File: src/rtl/sram_ctrl_pkg.sv
package sram_ctrl_pkg;

  typedef enum logic [2:0] {
    ST_IDLE,
    ST_W_SETUP,
    ST_W_PULSE,
    ST_W_HOLD,
    ST_R_ACCESS,
    ST_R_TURN
  } ctrl_state_e;

  typedef struct packed {
    logic cs_n;
    logic we_n;
    logic oe_n;
    logic dq_oe;
  } strobe_t;

  function automatic int unsigned ps_to_cycles(input int unsigned t_ps,
                                               input int unsigned clk_ps);
    int unsigned c;
    c = (t_ps + clk_ps - 1) / clk_ps;
    if (c < 1) c = 1;
    return c;
  endfunction

  function automatic int unsigned max2(input int unsigned a, input int unsigned b);
    return (a > b) ? a : b;
  endfunction

endpackage

File: src/rtl/sram_phase_timer.sv
module sram_phase_timer #(
  parameter int unsigned CNT_W = 2
) (
  input  logic             clk_i,
  input  logic             rst_ni,
  input  logic             load_i,
  input  logic [CNT_W-1:0] load_val_i,
  output logic             last_o
);

  logic [CNT_W-1:0] cnt_q;

  // cnt counts remaining cycles after the current one
  always_ff @(posedge clk_i or negedge rst_ni) begin
    if (!rst_ni)            cnt_q <= '0;
    else if (load_i)        cnt_q <= load_val_i - 1'b1;
    else if (cnt_q != '0)   cnt_q <= cnt_q - 1'b1;
  end

  assign last_o = (cnt_q == '0);

  p_load_nonzero_r10: assert property (@(posedge clk_i) disable iff (!rst_ni)
    load_i |-> (load_val_i != '0));

endmodule

File: src/rtl/sram_data_path.sv
module sram_data_path #(
  parameter int unsigned ADDR_W = 15,
  parameter int unsigned DATA_W = 8
) (
  input  logic              clk_i,
  input  logic              rst_ni,
  input  logic              accept_i,
  input  logic [ADDR_W-1:0] addr_i,
  input  logic [DATA_W-1:0] wdata_i,
  input  logic              capture_i,
  input  logic [DATA_W-1:0] dq_i,
  output logic [ADDR_W-1:0] addr_o,
  output logic [DATA_W-1:0] dq_o,
  output logic [DATA_W-1:0] rdata_o,
  output logic              rsp_valid_o
);

  logic [ADDR_W-1:0] addr_q;
  logic [DATA_W-1:0] wdata_q;
  logic [DATA_W-1:0] rdata_q;
  logic              rsp_q;

  always_ff @(posedge clk_i or negedge rst_ni) begin
    if (!rst_ni) begin
      addr_q  <= '0;
      wdata_q <= '0;
    end else if (accept_i) begin
      addr_q  <= addr_i;
      wdata_q <= wdata_i;
    end
  end

  always_ff @(posedge clk_i or negedge rst_ni) begin
    if (!rst_ni) begin
      rdata_q <= '0;
      rsp_q   <= 1'b0;
    end else begin
      rsp_q <= capture_i;
      if (capture_i) rdata_q <= dq_i;
    end
  end

  assign addr_o      = addr_q;
  assign dq_o        = wdata_q;
  assign rdata_o     = rdata_q;
  assign rsp_valid_o = rsp_q;

  p_addr_on_accept_r2: assert property (@(posedge clk_i) disable iff (!rst_ni)
    !accept_i |=> $stable(addr_o));

  p_wdata_stable_r5: assert property (@(posedge clk_i) disable iff (!rst_ni)
    !accept_i |=> $stable(dq_o));

  p_rsp_pulse_r8: assert property (@(posedge clk_i) disable iff (!rst_ni)
    rsp_valid_o |=> !rsp_valid_o);

endmodule

File: src/rtl/sram_async_ctrl.sv
module sram_async_ctrl
  import sram_ctrl_pkg::*;
#(
  parameter int unsigned ADDR_W        = 15,
  parameter int unsigned DATA_W        = 8,
  parameter int unsigned CLK_PERIOD_PS = 10000,
  parameter int unsigned T_AA_PS       = 10000,
  parameter int unsigned T_WP_PS       = 9000,
  parameter int unsigned T_DW_PS       = 6000,
  parameter int unsigned T_OHZ_PS      = 6000
) (
  input  logic              clk_i,
  input  logic              rst_ni,
  input  logic              req_valid_i,
  output logic              req_ready_o,
  input  logic              req_we_i,
  input  logic [ADDR_W-1:0] req_addr_i,
  input  logic [DATA_W-1:0] req_wdata_i,
  output logic              rsp_valid_o,
  output logic [DATA_W-1:0] rsp_rdata_o,
  output logic [ADDR_W-1:0] mem_addr_o,
  output logic              mem_cs_n_o,
  output logic              mem_we_n_o,
  output logic              mem_oe_n_o,
  output logic [DATA_W-1:0] mem_dq_o,
  output logic              mem_dq_oe_o,
  input  logic [DATA_W-1:0] mem_dq_i
);

  localparam int unsigned RD_CYC  = ps_to_cycles(T_AA_PS, CLK_PERIOD_PS);
  localparam int unsigned WP_CYC  = ps_to_cycles(T_WP_PS, CLK_PERIOD_PS);
  localparam int unsigned DW_CYC  = ps_to_cycles(T_DW_PS, CLK_PERIOD_PS);
  localparam int unsigned TA_CYC  = ps_to_cycles(T_OHZ_PS, CLK_PERIOD_PS);
  localparam int unsigned WP_EFF  = max2(WP_CYC, DW_CYC);
  localparam int unsigned MAX_CYC = max2(max2(RD_CYC, WP_EFF), TA_CYC);
  localparam int unsigned CNT_W   = $clog2(MAX_CYC + 1);

  ctrl_state_e      state_q, state_d;
  strobe_t          strb_q, strb_d;
  logic             accept;
  logic             capture;
  logic             tmr_load;
  logic [CNT_W-1:0] tmr_val;
  logic             tmr_last;

  assign accept = req_valid_i && (state_q == ST_IDLE);

  always_comb begin
    state_d  = state_q;
    tmr_load = 1'b0;
    tmr_val  = '0;
    capture  = 1'b0;
    unique case (state_q)
      ST_IDLE: begin
        if (req_valid_i) begin
          if (req_we_i) begin
            state_d = ST_W_SETUP;
          end else begin
            state_d  = ST_R_ACCESS;
            tmr_load = 1'b1;
            tmr_val  = CNT_W'(RD_CYC);
          end
        end
      end
      ST_W_SETUP: begin
        state_d  = ST_W_PULSE;
        tmr_load = 1'b1;
        tmr_val  = CNT_W'(WP_EFF);
      end
      ST_W_PULSE: if (tmr_last) state_d = ST_W_HOLD;
      ST_W_HOLD:  state_d = ST_IDLE;
      ST_R_ACCESS: begin
        if (tmr_last) begin
          capture  = 1'b1;
          state_d  = ST_R_TURN;
          tmr_load = 1'b1;
          tmr_val  = CNT_W'(TA_CYC);
        end
      end
      ST_R_TURN: if (tmr_last) state_d = ST_IDLE;
      default:   state_d = ST_IDLE;
    endcase
  end

  // strobes decoded from the next state and registered: glitch-free pins
  always_comb begin
    strb_d = '{cs_n: 1'b1, we_n: 1'b1, oe_n: 1'b1, dq_oe: 1'b0};
    unique case (state_d)
      ST_W_SETUP:  strb_d = '{cs_n: 1'b0, we_n: 1'b1, oe_n: 1'b1, dq_oe: 1'b1};
      ST_W_PULSE:  strb_d = '{cs_n: 1'b0, we_n: 1'b0, oe_n: 1'b1, dq_oe: 1'b1};
      ST_W_HOLD:   strb_d = '{cs_n: 1'b1, we_n: 1'b1, oe_n: 1'b1, dq_oe: 1'b1};
      ST_R_ACCESS: strb_d = '{cs_n: 1'b0, we_n: 1'b1, oe_n: 1'b0, dq_oe: 1'b0};
      default:     strb_d = '{cs_n: 1'b1, we_n: 1'b1, oe_n: 1'b1, dq_oe: 1'b0};
    endcase
  end

  always_ff @(posedge clk_i or negedge rst_ni) begin
    if (!rst_ni) begin
      state_q <= ST_IDLE;
      strb_q  <= '{cs_n: 1'b1, we_n: 1'b1, oe_n: 1'b1, dq_oe: 1'b0};
    end else begin
      state_q <= state_d;
      strb_q  <= strb_d;
    end
  end

  sram_phase_timer #(.CNT_W(CNT_W)) u_timer (
    .clk_i      (clk_i),
    .rst_ni     (rst_ni),
    .load_i     (tmr_load),
    .load_val_i (tmr_val),
    .last_o     (tmr_last)
  );

  sram_data_path #(.ADDR_W(ADDR_W), .DATA_W(DATA_W)) u_data (
    .clk_i       (clk_i),
    .rst_ni      (rst_ni),
    .accept_i    (accept),
    .addr_i      (req_addr_i),
    .wdata_i     (req_wdata_i),
    .capture_i   (capture),
    .dq_i        (mem_dq_i),
    .addr_o      (mem_addr_o),
    .dq_o        (mem_dq_o),
    .rdata_o     (rsp_rdata_o),
    .rsp_valid_o (rsp_valid_o)
  );

  assign req_ready_o = (state_q == ST_IDLE);
  assign mem_cs_n_o  = strb_q.cs_n;
  assign mem_we_n_o  = strb_q.we_n;
  assign mem_oe_n_o  = strb_q.oe_n;
  assign mem_dq_oe_o = strb_q.dq_oe;

  // write-pulse length tracker for p_wp_len_r4
  logic [CNT_W:0] we_low_q;
  always_ff @(posedge clk_i or negedge rst_ni) begin
    if (!rst_ni)          we_low_q <= '0;
    else if (!mem_we_n_o) we_low_q <= we_low_q + 1'b1;
    else                  we_low_q <= '0;
  end

  p_idle_quiet_r1: assert property (@(posedge clk_i) disable iff (!rst_ni)
    req_ready_o |-> (mem_cs_n_o && mem_we_n_o && mem_oe_n_o && !mem_dq_oe_o));

  p_addr_hold_r2: assert property (@(posedge clk_i) disable iff (!rst_ni)
    (!mem_cs_n_o && !mem_we_n_o) |=> $stable(mem_addr_o));

  p_we_needs_cs_oe_r3: assert property (@(posedge clk_i) disable iff (!rst_ni)
    !mem_we_n_o |-> (!mem_cs_n_o && mem_oe_n_o));

  p_wp_len_r4: assert property (@(posedge clk_i) disable iff (!rst_ni)
    $rose(mem_we_n_o) |-> (we_low_q == (CNT_W+1)'(WP_EFF)));

  p_setup_before_we_r4: assert property (@(posedge clk_i) disable iff (!rst_ni)
    $fell(mem_we_n_o) |-> $past(!mem_cs_n_o && mem_dq_oe_o));

  p_drive_in_write_r5: assert property (@(posedge clk_i) disable iff (!rst_ni)
    !mem_we_n_o |-> mem_dq_oe_o);

  p_drive_hold_r5: assert property (@(posedge clk_i) disable iff (!rst_ni)
    $rose(mem_we_n_o) |-> mem_dq_oe_o);

  p_no_drive_read_r6: assert property (@(posedge clk_i) disable iff (!rst_ni)
    !mem_oe_n_o |-> !mem_dq_oe_o);

  p_turnaround_r6: assert property (@(posedge clk_i) disable iff (!rst_ni)
    $rose(mem_oe_n_o) |-> !mem_dq_oe_o);

  p_cs_off_at_end_r7: assert property (@(posedge clk_i) disable iff (!rst_ni)
    $rose(req_ready_o) |-> mem_cs_n_o);

  p_rsp_only_read_r8: assert property (@(posedge clk_i) disable iff (!rst_ni)
    rsp_valid_o |-> $past(!mem_oe_n_o));

  p_busy_no_accept_r9: assert property (@(posedge clk_i) disable iff (!rst_ni)
    !req_ready_o |=> $stable(mem_addr_o));

endmodule

File: config.mk
export PLATFORM = sky130hd
export DESIGN_NAME = sram_async_ctrl
export DESIGN_NICKNAME = d
export VERILOG_FILES = /design/src/rtl/sram_ctrl_pkg.sv /design/src/rtl/sram_phase_timer.sv /design/src/rtl/sram_data_path.sv /design/src/rtl/sram_async_ctrl.sv
export SDC_FILE = /design/constraint.sdc
export NUM_CORES = 1
export LEC_CHECK = 0
export BUFFER_PORTS_ARGS = -buffer_cell sky130_fd_sc_hd__buf_2
export CAP_MARGIN = 40
export CORE_ASPECT_RATIO = 0.6
export CORE_MARGIN = 8
export CORE_UTILIZATION = 30
export DETAILED_ROUTE_END_ITERATION = 12
export HOLD_SLACK_MARGIN = 0.1
export PLACE_DENSITY = 0.55
export SYNTH_ARGS = -nofsm -noshare
export SYNTH_HDL_FRONTEND = slang
export SYNTH_SLANG_ARGS = --single-unit
File: constraint.sdc
create_clock -name clk_i -period 1.7 [get_ports clk_i]
set_input_delay 0.255 -clock clk_i [delete_from_list [all_inputs] [get_ports clk_i]]
set_output_delay 0.255 -clock clk_i [all_outputs]
set_load 0.02 [all_outputs]
==> flow_summary.json, run 1 <==
{
  "drc": 0,
  "drv_cap": 0,
  "grt_overflow": 0,
  "numPortBuffers": 71,
  "cts.sinks": 39,
  "layout.area.seq_um2": 980,
  "die_x_um": 107,
  "grt_pass1_wl_mm": 5.41,
  "critical_path_required_ns": 1.44,
  "yosys.area.top_type": "dfrtp_1",
  "first_pass_iters": 2,
  "synth_area_um2": 1490,
  "drtIter0Drc": 11,
  "hpwl_mm": 2.71,
  "via_per_inst": 4.23,
  "cpMaxStageDelayCell": "dfrtp_1",
  "grt_max_degree": 24,
  "antenna_found_initial": 0,
  "fin_ws_ns": 0.104,
  "synth-seq-cells": 39,
  "syn_inst": 92,
  "post_cts_buffers": 0,
  "final_cell_mix": "buf_2, dfrtp_1, mux2_2, clkbuf_8",
  "layout-drive-gt1-share": 0.686,
  "io_pins": 72,
  "yosys_warnings": 0,
  "irDropWorstVdd_mv": 0.667,
  "ys_seq_area_frac": 0.656,
  "timing.critical_path.from_type": "register",
  "synth_area_leaders": "dfrtp_1, mux2_2, dfstp_2, buf_6, a211oi_1",
  "insertion_delay_ns": 0.28,
  "htreeDepth": 2,
  "arrival_ns": 1.34,
  "gp_congestion": 0.682,
  "postCtsHoldBufs": 1,
  "period_needed_ns": 1.60,
  "cts_buffers": 5,
  "rrSetupSlack_ns": 0.24,
  "nNetsFinal": 206,
  "setup_violations": 0,
  "end_kind": "output pin",
  "cts_resized": 0,
  "wire_per_inst_um": 14.0,
  "maxSlewHeadroom": 0.684,
  "cts-root-buf": "clkbuf_8",
  "hold_viol_final": 0,
  "pre_cts_ws_ns": 0.234,
  "clk_pin_slew_ns": 0.07,
  "synth_cell_type_count": 17,
  "syn_avg_cell_area_um2": 16.2,
  "tightest_slew_ns": 0.474,
  "multi_input_area_um2": 462,
  "syn-num-nets": 127,
  "timing.final.crit_share": 0.939,
  "dieHeight_um": 70.6,
  "area_delta_synth_final_pct": 38.0,
  "p_leak_nw": 0.987,
  "critical_path_class": "register to output pin",
  "synth_top_area_share": 0.604,
  "postRouteAntennaNets": 0,
  "cts_tree": "done",
  "hold_slack_ns": 0.192,
  "critPathMaxFanout": 9,
  "tns_ns": 0,
  "vias": 1006,
  "grt_pass1_vias": 1104,
  "nFillCells": 479,
  "hp-class": "input pin to register",
  "clockBufferDepth": 2,
  "fmaxAchievable_mhz": 626,
  "n_antenna_cell": 0,
  "layout_commonest_cell": "buf_2",
  "start_util": 0.303,
  "slew_viol_final": 0,
  "grt_use_total": 0.0888,
  "crit_path_cell_trace": "buf_4 > nor3_1 > buf_2",
  "rsz0062_at_grt": "false",
  "power_density_nw_per_um2": 2040,
  "fin_skew_ns": 0.00362,
  "die-area_um2": 7560,
  "dpl_cell_area_um2": 1950,
  "wl_mm": 3.33,
  "cp_slowest_stage_delay_ns": 0.41,
  "stdcell_area_um2": 2060,
  "rows": 20,
  "outcome": "completed",
  "core_um2": 4930
}
## Yosys cell counts, drive strengths merged
cell    number
a211oi       4
buf          6
dfrtp       36
dfstp        3
mux2        31
nand2        2
nor2         3
nor2b        1
nor3         1
nor3b        1
nor4b        1
o21a         1
o21ai        1
xnor2        1
## logic make-up (layout without fill, tap and decap cells)
| family | after synthesis | in the layout | share of synthesized area |
|---|---|---|---|
| AO/OA/AOI/OAI | 6 | 6 | 0.0285 |
| XOR/XNOR | 1 | 1 | 0.00587 |
| buffers and inverters | 6 | 86 | 0.0344 |
| flip-flops | 39 | 39 | 0.656 |
| multiplexers | 31 | 31 | 0.234 |
| AND/OR/NAND/NOR | 9 | 9 | 0.0411 |
## registers in the layout (all words and copies together) (netlist names)
| name | flops |
|---|---|
| mem_we_n_o | 1 |
| mem_cs_n_o | 1 |
| state_q | 3 |
| u_data.rsp_valid_o | 1 |
| mem_dq_oe_o | 1 |
| u_data.dq_o | 8 |
| mem_oe_n_o | 1 |
| u_data.rdata_o | 8 |
| u_data.addr_o | 15 |
## stage by stage
step                      utilization  cells  power [mW]
after floorplan                     -     92        2.93
after global placement          0.395    229        3.54
after detailed placement        0.395    229        3.62
after CTS                       0.418    238        4.30
after global routing            0.418    238        4.49
final                           0.418    238        4.21
## path summary, 6_finish.rpt
kind	start	endpoint	cells after the start
max	state_q[0]	req_ready_o	3
min	req_addr_i[1]	u_data.addr_o[1]	2
max reg2reg	state_q[0]	u_data.rdata_o[5]	4
min reg2reg	u_data.addr_o[1]	u_data.addr_o[1]	1
max in group asynchronous	rst_ni	mem_oe_n_o	3
min in group asynchronous	rst_ni	u_data.addr_o[2]	2
## power breakdown
part	internal, mW	switching (mW)	total (mW)
Sequential	1.40	0.208	1.61
Clock	0.370	0.290	0.660
Combinational	0.849	1.09	1.94
Total	2.62	1.59	4.21
## metal layers
metal,GRT usage,share of wire,vias up
li1,-,-,483
met1,0.110,0.43,478
met2,0.129,0.44,45
met3,0.0481,0.12,0
met4,0.0279,0,0
met5,0,0,-
## critical path, delay by kind of cell (launching register included)
family | cells | cell delay [ns]
buffers and inverters | 2 | 0.40
DFF | 1 | 0.41
and+or+nand+nor | 1 | 0.26
## area by class of cell
cell class	count	area share
timing repair buffer	78	0.211
sequential	39	0.476
multi-input combinational	47	0.224
clock buffer	8	0.0486
tap	66	0.0401
Note: power is estimated with default switching activity, not from simulation.
==> run 2: changes to the inputs <==
--- a/config.mk
+++ b/config.mk
@@ -12,7 +12,9 @@
 export CORE_UTILIZATION = 30
 export DETAILED_ROUTE_END_ITERATION = 12
 export HOLD_SLACK_MARGIN = 0.1
-export PLACE_DENSITY = 0.55
+export PLACE_DENSITY = 0.54
 export SYNTH_ARGS = -nofsm -noshare
 export SYNTH_HDL_FRONTEND = slang
+export SYNTH_HIERARCHICAL = 1
 export SYNTH_SLANG_ARGS = --single-unit
+export TNS_END_PERCENT = 10
==> flow_summary.json, run 2 <==
{
  "cts_tree": "done",
  "intPower_mw": 2.68,
  "dp.cells": 247,
  "drtIter0Drc": 51,
  "outcome": "completed",
  "cp_common_cell": "buf_4",
  "core_um2": 5130,
  "layout-drive-gt1-share": 0.651,
  "arrival_ns": 1.64,
  "grt_pass1_wl_mm": 6.10,
  "synth_area_leaders": "dfrtp_1, mux2_2, dfstp_2, buf_6, a21oi_1",
  "synth_top_area_share": 0.574,
  "timing.critical_path.from_type": "register",
  "dieHeight_um": 72.8,
  "start_util": 0.315,
  "whs_path_depth": 2,
  "period_needed_ns": 1.47,
  "synth_cell_type_count": 26,
  "area_delta_synth_final_pct": 34.0,
  "vias": 1122,
  "ys.flop_type": "dfrtp_1",
  "tns_ns": 0,
  "io_pins": 72,
  "end_kind": "register",
  "grt_use_total": 0.0933,
  "synth_area_um2": 1610,
  "grt_max_degree": 28,
  "async_flop_share": 1.00,
  "p_leak_nw": 1.04,
  "drc": 0,
  "drv_cap": 0,
  "die-area_um2": 8060,
  "r2r_cells": 4,
  "fin_cells": 255,
  "critical_path_required_ns": 1.87,
  "critical_path_class": "register to register",
  "slew_viol_final": 0,
  "wl_mm": 3.68,
  "yosys.area.top_type": "dfrtp_1",
  "hold_viol_final": 0,
  "layout_commonest_cell": "buf_2",
  "synth-seq-cells": 40,
  "cpMaxStageDelayCell": "dfrtp_1",
  "hpwl_mm": 2.93,
  "ys_seq_area_frac": 0.622,
  "synthTopCellsByCount": "dfrtp_1, mux2_2, a21oi_1, nand2b_1",
  "setup_violations": 0,
  "first_pass_iters": 4,
  "rows": 20,
  "p_sw_frac": 0.391,
  "switching_power_mw": 1.72,
  "nNetsFinal": 224,
  "die_x_um": 111,
  "critPathMaxFanout": 13,
  "maxSlewHeadroom": 0.607,
  "wire_per_inst_um": 14.4,
  "final_cell_mix": "buf_2, dfrtp_1, mux2_2, buf_4",
  "postRouteAntennaNets": 0,
  "timing.final.crit_share": 0.866,
  "power_frac_comb": 0.490,
  "fin_skew_ns": 0.00642,
  "clockBufferDepth": 2,
  "syn-num-nets": 144,
  "grt_pass1_vias": 1249,
  "pwr-share-clk": 0.131,
  "crit_path_cell_trace": "buf_4 > nor3_1 > buf_4 > mux2_2",
  "numPortBuffers": 71,
  "gp_congestion": 0.831,
  "cp_slowest_stage_delay_ns": 0.40,
  "largest_reg_flops": 15,
  "irDropWorstVdd_mv": 0.773,
  "grt_overflow": 0,
  "yosysMostFrequentCell": "dfrtp_1",
  "tightest_slew_ns": 0.590,
  "cts.sinks": 40,
  "synth_edf_count": 0,
  "power_density_nw_per_um2": 2030,
  "cts-root-buf": "clkbuf_8",
  "yosys_warnings": 6,
  "cts_buffers": 5,
  "htreeDepth": 2,
  "n_antenna_cell": 0,
  "fmaxAchievable_mhz": 680,
  "syn_avg_cell_area_um2": 14.8,
  "syn_inst": 109,
  "hp-class": "input pin to register",
  "insertion_delay_ns": 0.28,
  "antenna_found_initial": 0,
  "seqPwrFrac": 0.380,
  "rsz0062_at_grt": "false",
  "clk_pin_slew_ns": 0.07,
  "via_per_inst": 4.40
}
## run 2: cell types whose count changed in the layout (fill, tap and decap cells not counted), moves of 2 or more
| cell | before | now |
|---|---|---|
| a211oi_1 | 4 | 2 |
| a21oi_1 | 0 | 5 |
| buf_4 | 4 | 6 |
| clkbuf_8 | 7 | 5 |
| nand2b_1 | 0 | 4 |
| o21bai_1 | 0 | 2 |
## run 2: worst max-delay path: cells and delay by family, from the launching register on
family,cells,cell delay (ns)
buffers and inverters,2,0.40
flip-flops,1,0.40
multiplexers,1,0.35
AND/OR/NAND/NOR,1,0.21
## run 2: routing by layer
layer  share of wire  wire [µm]  vias to the layer above  GRT usage
li1                -          -                      539          -
met1            0.45       1660                      525      0.112
met2            0.44       1640                       56      0.138
met3           0.098        359                        2     0.0476
met4          0.0076         28                        0     0.0402
met5               0          0                        -          0
## run 2: timing repair
| action | in CTS | in global routing |
|---|---|---|
| hold buffers | 1 | 0 |
| hold endpoints to repair | 23 | 0 |
| setup buffers | 0 | 0 |
| resized for setup | 0 | 0 |
## run 2: logic make-up after synthesis
group           count (synthesis)  share of synthesized area
simple gates                   17                     0.0659
xor+xnor                        1                    0.00543
buf+inv                         7                     0.0356
mux                            31                      0.216
compound gates                 13                     0.0543
flops                          40                      0.622
## run 2: power groups by stage
stage / sequential [mW] / clock [mW] / combinational [mW]
2_1_floorplan: 2.21 / 0 / 0.934
3_3_place_gp: 1.66 / 0 / 2.15
3_5_place_dp: 1.69 / 0 / 2.19
4_1_cts: 1.68 / 0.605 / 2.19
5_1_grt: 1.75 / 0.647 / 2.31
6_report: 1.67 / 0.574 / 2.15
## run 2: final timing paths
kind | startpoint | slack (ns) | to
max reg2reg | state_q[1] | 0.23 | u_data/rdata_o[7]
max in group asynchronous | rst_ni | 0.58 | mem_dq_oe_o
max | state_q[1] | 0.23 | u_data/rdata_o[7]
min reg2reg | u_data/addr_o[6] | 0.50 | u_data/addr_o[6]
min | req_wdata_i[0] | 0.20 | u_data/dq_o[0]
min in group asynchronous | rst_ni | 0.50 | u_data/rdata_o[2]
## run 2: area by class of cell
class | count | area [µm²]
tap | 66 | 82.6
inverter | 1 | 3.75
sequential | 40 | 1000
clock inverter | 1 | 5.00
fill | 481 | 2970
clock buffer | 6 | 72.6
timing repair buffer | 79 | 430
multi-input combinational | 62 | 564
## run 2: through the flow
step	area, µm²	setup slack (ns)	power, mW	hold slack (ns)	util
after floorplan	1630	0.000198	3.15	-0.0406	-
after global placement	2080	0.260	3.82	0.291	0.405
after detailed placement	2080	0.217	3.88	0.307	0.405
after CTS	2160	0.199	4.47	0.189	0.422
after global routing	2160	0.0992	4.71	0.190	0.422
final	2160	0.229	4.40	0.202	0.422
